**src/rtl/mclk_ratio_pkg.sv**
```systemverilog
package mclk_ratio_pkg;

    localparam int NUM_RATIOS = 6;
    localparam int RATIO_W    = 3;

    typedef enum logic [RATIO_W-1:0] {
        RATIO_128 = 3'd0,
        RATIO_192 = 3'd1,
        RATIO_256 = 3'd2,
        RATIO_384 = 3'd3,
        RATIO_512 = 3'd4,
        RATIO_768 = 3'd5
    } ratio_e;

    localparam ratio_e RATIO_DEFAULT = RATIO_768;

    typedef struct packed {
        logic   hit;
        ratio_e ratio;
    } class_t;

    function automatic int ratio_nominal(int idx);
        case (idx)
            0:       return 128;
            1:       return 192;
            2:       return 256;
            3:       return 384;
            4:       return 512;
            default: return 768;
        endcase
    endfunction

    function automatic logic ratio_is_low_osr(ratio_e r);
        return (r == RATIO_128) || (r == RATIO_192);
    endfunction

endpackage

```
**src/rtl/lrclk_edge_sync.sv**
```systemverilog
module lrclk_edge_sync #(
    parameter int STAGES = 2
) (
    input  logic clk,
    input  logic rst,
    input  logic lrclk_i,
    output logic rise_o
);
    logic [STAGES-1:0] sync_q;
    logic              last_q;

    always_ff @(posedge clk) begin
        if (rst) begin
            sync_q <= '0;
            last_q <= 1'b0;
        end else begin
            sync_q <= {sync_q[STAGES-2:0], lrclk_i};
            last_q <= sync_q[STAGES-1];
        end
    end

    assign rise_o = sync_q[STAGES-1] & ~last_q;

    AST_RISE_SPACED: assert property (@(posedge clk) disable iff (rst)
        rise_o |=> !rise_o);

endmodule

```
**src/rtl/mclk_period_counter.sv**
```systemverilog
module mclk_period_counter #(
    parameter int CNT_W = 11
) (
    input  logic             clk,
    input  logic             rst,
    input  logic             rise_i,
    output logic             meas_valid_o,
    output logic [CNT_W-1:0] meas_cnt_o
);
    localparam logic [CNT_W-1:0] CNT_MAX = '1;
    localparam logic [CNT_W-1:0] CNT_ONE = CNT_W'(1);

    logic [CNT_W-1:0] cnt_q;
    logic             primed_q;

    always_ff @(posedge clk) begin
        if (rst) begin
            cnt_q        <= '0;
            primed_q     <= 1'b0;
            meas_valid_o <= 1'b0;
            meas_cnt_o   <= '0;
        end else begin
            meas_valid_o <= 1'b0;
            if (rise_i) begin
                if (primed_q) begin
                    meas_valid_o <= 1'b1;
                    meas_cnt_o   <= cnt_q;
                end
                cnt_q    <= CNT_ONE;
                primed_q <= 1'b1;
            end else if (primed_q) begin
                if (cnt_q == CNT_MAX) begin
                    meas_valid_o <= 1'b1;
                    meas_cnt_o   <= CNT_MAX;
                    cnt_q        <= CNT_ONE;
                end else begin
                    cnt_q <= cnt_q + CNT_ONE;
                end
            end
        end
    end

    AST_CNT_NO_WRAP: assert property (@(posedge clk) disable iff (rst)
        primed_q |-> (cnt_q != '0));

    AST_MEAS_NONZERO: assert property (@(posedge clk) disable iff (rst)
        meas_valid_o |-> (meas_cnt_o != '0));

endmodule

```
**src/rtl/mclk_ratio_classifier.sv**
```systemverilog
module mclk_ratio_classifier
    import mclk_ratio_pkg::*;
#(
    parameter int CNT_W = 11,
    parameter int TOL   = 32
) (
    input  logic             clk,
    input  logic             rst,
    input  logic [CNT_W-1:0] meas_cnt_i,
    output class_t           cls_o
);
    logic [NUM_RATIOS-1:0] win;

    for (genvar g = 0; g < NUM_RATIOS; g++) begin : g_win
        localparam int NOM = ratio_nominal(g);
        assign win[g] = (int'(meas_cnt_i) >= NOM - TOL) &&
                        (int'(meas_cnt_i) <= NOM + TOL);
    end

    always_comb begin
        cls_o.hit   = 1'b0;
        cls_o.ratio = RATIO_DEFAULT;
        for (int i = NUM_RATIOS - 1; i >= 0; i--) begin
            if (win[i]) begin
                cls_o.hit   = 1'b1;
                cls_o.ratio = ratio_e'(RATIO_W'(i));
            end
        end
    end

    AST_HIT_IN_WINDOW: assert property (@(posedge clk) disable iff (rst)
        cls_o.hit |->
            ((int'(meas_cnt_i) - ratio_nominal(int'(cls_o.ratio)) <= TOL) &&
             (ratio_nominal(int'(cls_o.ratio)) - int'(meas_cnt_i) <= TOL)));

endmodule

```
**src/rtl/mclk_ratio_qualifier.sv**
```systemverilog
module mclk_ratio_qualifier
    import mclk_ratio_pkg::*;
(
    input  logic   clk,
    input  logic   rst,
    input  logic   evt_i,
    input  ratio_e cls_i,
    output ratio_e ratio_o,
    output logic   osr_low_o,
    output logic   valid_o
);
    ratio_e prev_q;
    logic   have_prev_q;

    always_ff @(posedge clk) begin
        if (rst) begin
            prev_q      <= RATIO_DEFAULT;
            have_prev_q <= 1'b0;
            ratio_o     <= RATIO_DEFAULT;
            osr_low_o   <= 1'b0;
            valid_o     <= 1'b0;
        end else if (evt_i) begin
            prev_q      <= cls_i;
            have_prev_q <= 1'b1;
            if (have_prev_q && (cls_i == prev_q)) begin
                ratio_o   <= cls_i;
                osr_low_o <= ratio_is_low_osr(cls_i);
                valid_o   <= 1'b1;
            end
        end
    end

    AST_UPDATE_NEEDS_PAIR: assert property (@(posedge clk) disable iff (rst)
        !$stable(ratio_o) |-> $past(evt_i && have_prev_q && (cls_i == prev_q)));

    AST_VALID_STICKY: assert property (@(posedge clk) disable iff (rst)
        valid_o |=> valid_o);

    AST_OSR_TRACKS: assert property (@(posedge clk) disable iff (rst)
        osr_low_o == ((ratio_o == RATIO_128) || (ratio_o == RATIO_192)));

endmodule

```
**src/rtl/mclk_ratio_det.sv**
```systemverilog
module mclk_ratio_det
    import mclk_ratio_pkg::*;
#(
    parameter int SYNC_STAGES = 2,
    parameter int CNT_W       = 11,
    parameter int TOL         = 32
) (
    input  logic               clk,
    input  logic               rst,
    input  logic               lrclk_i,
    output logic [RATIO_W-1:0] ratio_o,
    output logic               valid_o,
    output logic               osr_64_o
);
    logic             rise;
    logic             meas_valid;
    logic [CNT_W-1:0] meas_cnt;
    class_t           cls;
    ratio_e           ratio_q;

    lrclk_edge_sync #(.STAGES(SYNC_STAGES)) u_sync (
        .clk     (clk),
        .rst     (rst),
        .lrclk_i (lrclk_i),
        .rise_o  (rise)
    );

    mclk_period_counter #(.CNT_W(CNT_W)) u_cnt (
        .clk          (clk),
        .rst          (rst),
        .rise_i       (rise),
        .meas_valid_o (meas_valid),
        .meas_cnt_o   (meas_cnt)
    );

    mclk_ratio_classifier #(.CNT_W(CNT_W), .TOL(TOL)) u_cls (
        .clk        (clk),
        .rst        (rst),
        .meas_cnt_i (meas_cnt),
        .cls_o      (cls)
    );

    mclk_ratio_qualifier u_qual (
        .clk       (clk),
        .rst       (rst),
        .evt_i     (meas_valid),
        .cls_i     (cls.ratio),
        .ratio_o   (ratio_q),
        .osr_low_o (osr_64_o),
        .valid_o   (valid_o)
    );

    assign ratio_o = ratio_q;

    AST_CODE_RANGE: assert property (@(posedge clk) disable iff (rst)
        ratio_o <= 3'd5);

endmodule

```
**config.mk**
```make
export PLATFORM = sky130hd
export DESIGN_NAME = mclk_ratio_det
export DESIGN_NICKNAME = d
export VERILOG_FILES = /design/src/rtl/mclk_ratio_pkg.sv /design/src/rtl/lrclk_edge_sync.sv /design/src/rtl/mclk_period_counter.sv /design/src/rtl/mclk_ratio_classifier.sv /design/src/rtl/mclk_ratio_qualifier.sv /design/src/rtl/mclk_ratio_det.sv
export SDC_FILE = /design/constraint.sdc
export NUM_CORES = 1
export LEC_CHECK = 0
export ABC_CLOCK_PERIOD_IN_PS = 4700
export BUFFER_PORTS_ARGS = -buffer_cell sky130_fd_sc_hd__clkbuf_2
export CORE_ASPECT_RATIO = 1.5
export CORE_MARGIN = 4
export CORE_UTILIZATION = 50
export CTS_BUF_LIST = sky130_fd_sc_hd__clkbuf_2 sky130_fd_sc_hd__clkbuf_4 sky130_fd_sc_hd__clkbuf_8
export DETAILED_ROUTE_END_ITERATION = 12
export PLACE_DENSITY = 0.67
export SKIP_LAST_GASP = 1
export SLEW_MARGIN = 25
export SYNTH_ARGS = -nofsm -noshare
export SYNTH_HDL_FRONTEND = slang
export SYNTH_SLANG_ARGS = --single-unit
```
**constraint.sdc**
```tcl
create_clock -name clk -period 4.7 [get_ports clk]
set_input_delay 0.705 -clock clk [delete_from_list [all_inputs] [get_ports clk]]
set_output_delay 0.705 -clock clk [all_outputs]
set_load 0.05 [all_outputs]
```
Word-level counts from Yosys, hierarchy flattened

Cells that the tools add are included.

Reduce and logical (&&, ||, !) cells: 13
Magnitude comparators: 10
Eq/ne operators: 3
Bitwise gates (word level): 2
Mux-type cells: 16
Add/sub/neg operators: 1

Operators by type and width:

| operator                                                            | count |
|---|---|
| 2-to-1 mux 11 bit                                                   | 5 |
| greater-or-equal comparator 11 x 8 -> 1 bit (second input constant) | 2 |
| greater-or-equal comparator 11 x 9 -> 1 bit (second input constant) | 2 |
| <= comparator 11 x 8 -> 1 bit (second input constant)               | 2 |
| <= comparator 11 x 9 -> 1 bit (second input constant)               | 2 |
| 2-to-1 mux 3 bit                                                    | 5 |
| adder 11 x 1 -> 11 bit (second input constant)                      | 1 |
| equality test 11 bit (second input constant)                        | 1 |
| greater-or-equal comparator 11 x 7 -> 1 bit (second input constant) | 1 |
| <= comparator 11 x 10 -> 1 bit (second input constant)              | 1 |
| logical AND 1 bit                                                   | 6 |
| 2-to-1 mux 1 bit                                                    | 6 |
| AND reduction 2 bit                                                 | 2 |
| nonzero test 2 bit                                                  | 2 |
| equality test 3 x 1 -> 1 bit (second input constant)                | 1 |
| equality test 3 bit                                                 | 1 |
| zero test 3 bit                                                     | 1 |
| OR reduction 2 bit                                                  | 1 |
| bitwise AND 1 bit                                                   | 1 |
| logical OR 1 bit                                                    | 1 |
| inverter 1 bit                                                      | 1 |

Register bits: 36
Output and inout bits: 5

Depth between registers and ports, before layout

Depth in word-level cells: 10
Mapped depth: 8
Depth with buffers taken out: 7

Modules after synthesis

A second synthesis with hierarchy kept.

Cells, all modules: 198
Area, all modules: 1773.0 µm²

Modules (own cells, without submodules):

| module                | area an instance (µm²) | seq. area each (µm²) | cells an instance | instances |
|---|---|---|---|---|
| mclk_period_counter   | 1074.8                 | 480.5                | 118               | 1 |
| mclk_ratio_qualifier  | 382.9                  | 180.2                | 36                | 1 |
| mclk_ratio_classifier | 227.7                  | 0.0                  | 37                | 1 |
| lrclk_edge_sync       | 87.6                   | 60.1                 | 7                 | 1 |

Worst setup path before layout

No wires, ideal clock.

Path kind: register -> register
Start: register u_cnt.meas_cnt_o[1]
End: register u_qual.osr_low_o
Arrival time: 2149 ps
Cell stages (with the launch flop): 8
Path buffers: 0
Library setup time: 132 ps
Setup slack: 2419 ps
Path through: dfxtp_1 > or4_4 > or4b_4 > a21boi_4 > nand4bb_4 > a31o_1 > o21ai_0 > a21oi_1

Cells in the longest elaborated chain, start to end: 10

Ends and longest elaborated chain:

| what                                                                                                 | line                                                     | text |
|---|---|---|
| start, declared                                                                                      | mclk_period_counter.sv:8                                 | `output logic [CNT_W-1:0] meas_cnt_o` |
| start signal, assigned                                                                               | mclk_period_counter.sv:27                                | `meas_cnt_o <= cnt_q;` |
| greater-or-equal comparator 11 x 9 -> 1 bit / <= comparator 11 x 10 -> 1 bit (equally long branches) | mclk_ratio_classifier.sv:16, mclk_ratio_classifier.sv:17 |  |
| logical AND 1 bit                                                                                    | mclk_ratio_classifier.sv:16                              | `assign win[g] = (int'(meas_cnt_i) >= NOM - TOL) &&` |
| 2-to-1 mux 3 bit (4 in a row)                                                                        | mclk_ratio_classifier.sv:24                              | `if (win[i]) begin` |
| 2-to-1 mux 3 bit *                                                                                   | mclk_ratio_classifier.sv:24                              |  |
| equality test 3 bit                                                                                  | mclk_ratio_qualifier.sv:25                               | `if (have_prev_q && (cls_i == prev_q)) begin` |
| logical AND 1 bit                                                                                    | mclk_ratio_qualifier.sv:25                               |  |
| AND reduction 2 bit (no line)                                                                        | n/a                                                      |  |
| end signal, assigned                                                                                 | mclk_ratio_qualifier.sv:27                               | `osr_low_o <= ratio_is_low_osr(cls_i);` |
| end, declared                                                                                        | mclk_ratio_qualifier.sv:9                                | `output logic osr_low_o,` |

Mark *: on every way between the ends. The rest lies on a longest branch, timed or not.
A chain may end at the register's enable or synchronous reset.

Worst setup path in the final report

Start: register u_cnt.meas_cnt_o[1]
End: register u_qual.ratio_o[1]

Cells in the longest elaborated chain, start to end: 10

Ends and longest elaborated chain:

| what                                                                                                 | line                                                     | text |
|---|---|---|
| greater-or-equal comparator 11 x 9 -> 1 bit / <= comparator 11 x 10 -> 1 bit (equally long branches) | mclk_ratio_classifier.sv:16, mclk_ratio_classifier.sv:17 |  |
| logical AND 1 bit                                                                                    | mclk_ratio_classifier.sv:16                              |  |
| 2-to-1 mux 3 bit (4 in a row)                                                                        | mclk_ratio_classifier.sv:24                              |  |
| 2-to-1 mux 3 bit *                                                                                   | mclk_ratio_classifier.sv:24                              |  |
| equality test 3 bit                                                                                  | mclk_ratio_qualifier.sv:25                               |  |
| logical AND 1 bit                                                                                    | mclk_ratio_qualifier.sv:25                               |  |
| AND reduction 2 bit (no line)                                                                        | n/a                                                      |  |
| end signal, assigned                                                                                 | mclk_ratio_qualifier.sv:26                               | `ratio_o <= cls_i;` |
| end, declared                                                                                        | mclk_ratio_qualifier.sv:8                                | `output ratio_e ratio_o,` |

Marked as above.

==> results.cfg <==
[finish]
ff_latch_area_um2 = 721
area_growth_pct = 10.0
num_antenna_cells = 0
multi_input_area_um2 = 845
fillers = 308
nets = 203
design_area_um2 = 1770
drive_gt1_share_pct = 12.5
final_core_utilization_pct = 56.7

[power]
internal_power_mw = 0.480
max-vdd-ir-drop_uv = 276
p_clk_share_pct = 44.6
switching_share_pct = 20.4
p_per_area_nw_per_um2 = 340
p_comb_share_pct = 3.6
seqPwrFrac_pct = 51.9
p_sw_mw = 0.123
power_mw = 0.603
p_leak_nw = 0.659

[sta]
relSlewSlack_pct = 47.0
final_hold_viol_count = 0
max_freq_mhz = 399
skew_ns = 0.00527
grt_setup_unrepaired = false
period_needed_ns = 2.51
min_period_over_period_pct = 53.3
setup_viol = 0
worst_pin_slew_ns = 0.793
slew_violations = 0
fin_setup_tns_ns = 0

[worst_hold_path]
min_from = u_sync.sync_q[0]
hold_class = flip-flop to flip-flop

[yosys]
async_flop_share_pct = 0
synth_compound_area_share_pct = 11.3
ys_ff_latch = 36
synth_nets = 198
synth_area_per_cell_um2 = 8.31
ys.flop_type = dfxtp_1
synth_top_family_by_area = simple AND/OR/NAND/NOR gates
yosys.area_share.adder_pct = 0.776
yosys.area_share.simple_pct = 33.2
syn_inst = 194
syn_area_um2 = 1610
seq_area_frac_synth_pct = 44.7
yosys_warnings = 0
ys_types = 39
synth.area.mux_share_pct = 0.621
synth_edf_count = 0
synth-xor-area-share_pct = 6.52

[global_route]
grt_pass1_wl_um = 5350
antenna_found_initial = 0
grt_overflow = 0
grt_max_degree = 30
grt_usage_pct = 17.1
grt_pass1_vias = 1199

[critical_path]
path_cells = or4_4, or4b_4, a21boi_4, nand4bb_4, a31o_1, o21ai_0, a21oi_1
cp-start-kind = flip-flop
reg2reg_slack_ns = 2.19
cp.required_ns = 4.85
worst-path-buf-inv = 0
critical-path-max-stage-delay_ns = 0.56
endpoint_kind = flip-flop
critPathSlowestCell = or4_4
arrival_ns = 2.66
cp_max_fo = 4
cp-startpoint = u_cnt.meas_cnt_o[1]
r2r-start = u_cnt.meas_cnt_o[1]
critical_path_class = flip-flop to flip-flop
cp_top_family = simple AND/OR/NAND/NOR gates

[clock_network]
insertion_delay_ns = 0.29
cts_tree = yes
htreeDepth = 2
numCtsBuffers = 5
cts-root-buf = clkbuf_8
ctsResizeCount = 0
post_cts_buffers = 0
clkTransAtPathRegs_ns = 0.07
cts_sinks = 36
holdBufCountCts = 0
cts_buffer_depth = 2

[detailed_routing]
drc_errors = 0
wirelength_um = 3090
postRouteAntennaNets = 0
routed-via-count = 1294
firstDrtPassIters = 4
viasPerCell = 5.39
initialDrtViolationCount = 32
wire_per_inst_um = 12.9

[placed_design]
port_buffers = 7
place_congestion = 0.785
hpwl_um = 2250
post_dp_cell_area_um2 = 1660

[outcome]
status = finished, final reports clean

[floorplan]
die_h_um = 77.5
rows = 25
core-area_um2 = 3130
initial_utilization_pct = 51.5
dieArea_um2 = 4210
io-pin-count = 8
die_x_um = 54.4

[flow_run]
drv_cap = 0
power groups by stage:
stage | clock (mW) | combinational (mW) | sequential (mW)
6_report | 0.269 | 0.0215 | 0.313
5_1_grt | 0.290 | 0.0242 | 0.314
4_1_cts | 0.277 | 0.0217 | 0.313
3_5_place_dp | 0 | 0.0217 | 0.320
3_3_place_gp | 0 | 0.0210 | 0.320
2_1_floorplan | 0 | 0.0192 | 0.318
path summary, 6_finish.rpt:
kind                             to  depth (start not counted)
setup reg to reg  u_qual.ratio_o[1]                          7
hold reg to reg    u_sync.sync_q[1]                          1
setup / recovery  u_qual.ratio_o[1]                          7
hold / removal     u_sync.sync_q[1]                          1
layer usage:
layer / GRT usage, % / up-vias / share of wire (%)
met5: 0 / - / 0
met4: 8.23 / 0 / 2.2
met3: 3.45 / 7 / 2.3
met2: 29.7 / 20 / 56
met1: 18.5 / 605 / 40
li1: - / 662 / -
Yosys cell counts (2+ instances only):
cell / n / area share (%)
a21oi_1: 9 / 2.8
and3_1: 3 / 1.2
buf_1: 2 / 0.47
clkbuf_1: 6 / 1.4
dfxtp_1: 36 / 45
inv_1: 3 / 0.70
nand2_1: 12 / 2.8
nand3_1: 7 / 2.2
nand4_1: 2 / 0.78
nor2_1: 45 / 10
nor2b_1: 8 / 3.1
nor3_1: 14 / 4.3
nor3b_1: 2 / 0.93
o21ai_0: 7 / 2.2
or2_2: 4 / 1.6
xnor2_1: 5 / 2.7
xor2_1: 7 / 3.8
flip-flops by register name, indices dropped and copies added, names as in the netlist:
| name | flops |
|---|---|
| u_qual.osr_low_o | 1 |
| u_cnt.primed_q | 1 |
| u_qual.ratio_o | 3 |
| u_cnt.meas_valid_o | 1 |
| u_qual.have_prev_q | 1 |
| u_qual.prev_q | 3 |
| u_sync.sync_q | 2 |
| u_sync.last_q | 1 |
| u_cnt.cnt_q | 11 |
| u_qual.valid_o | 1 |
| u_cnt.meas_cnt_o | 11 |
cells by family after synthesis:
family	Yosys count
simple gates	106
flops	36
compound gates	26
xor+xnor	12
buf+inv	12
mux	1
fa+ha+maj	1
cells in the final DEF (no fill, tap or decap), types with 2 or more instances in the layout:
master	count
clkbuf_2	7
nor3b_1	2
nor3_1	14
nor2_1	45
dfxtp_1	36
and3_1	3
inv_1	3
nand3_1	7
nand4_1	2
xor2_1	7
xnor2_1	5
o21ai_0	7
nor2b_1	8
or2_2	4
a21oi_1	9
clkbuf_8	5
nand2_1	12
area by class of cell:
cell class,instances,share of cell area [%]
multi-input cells,146,47.6
flip-flops and latches,36,40.6
well taps,40,2.82
repair buffers,7,1.98
inverters,3,0.635
clock buffers,6,4.30
clock inverters,2,1.98
metrics by stage:
| stage | hold slack, ns | std cells | setup slack [ns] |
|---|---|---|---|
| after floorplan | 0.414 | 194 | 2.42 |
| after global placement | 0.439 | 232 | 2.25 |
| after detailed placement | 0.435 | 232 | 2.20 |
| after CTS | 0.464 | 240 | 2.19 |
| after global routing | 0.469 | 240 | 2.11 |
| final | 0.463 | 240 | 2.19 |
Note: power is estimated with default switching activity, not from simulation.
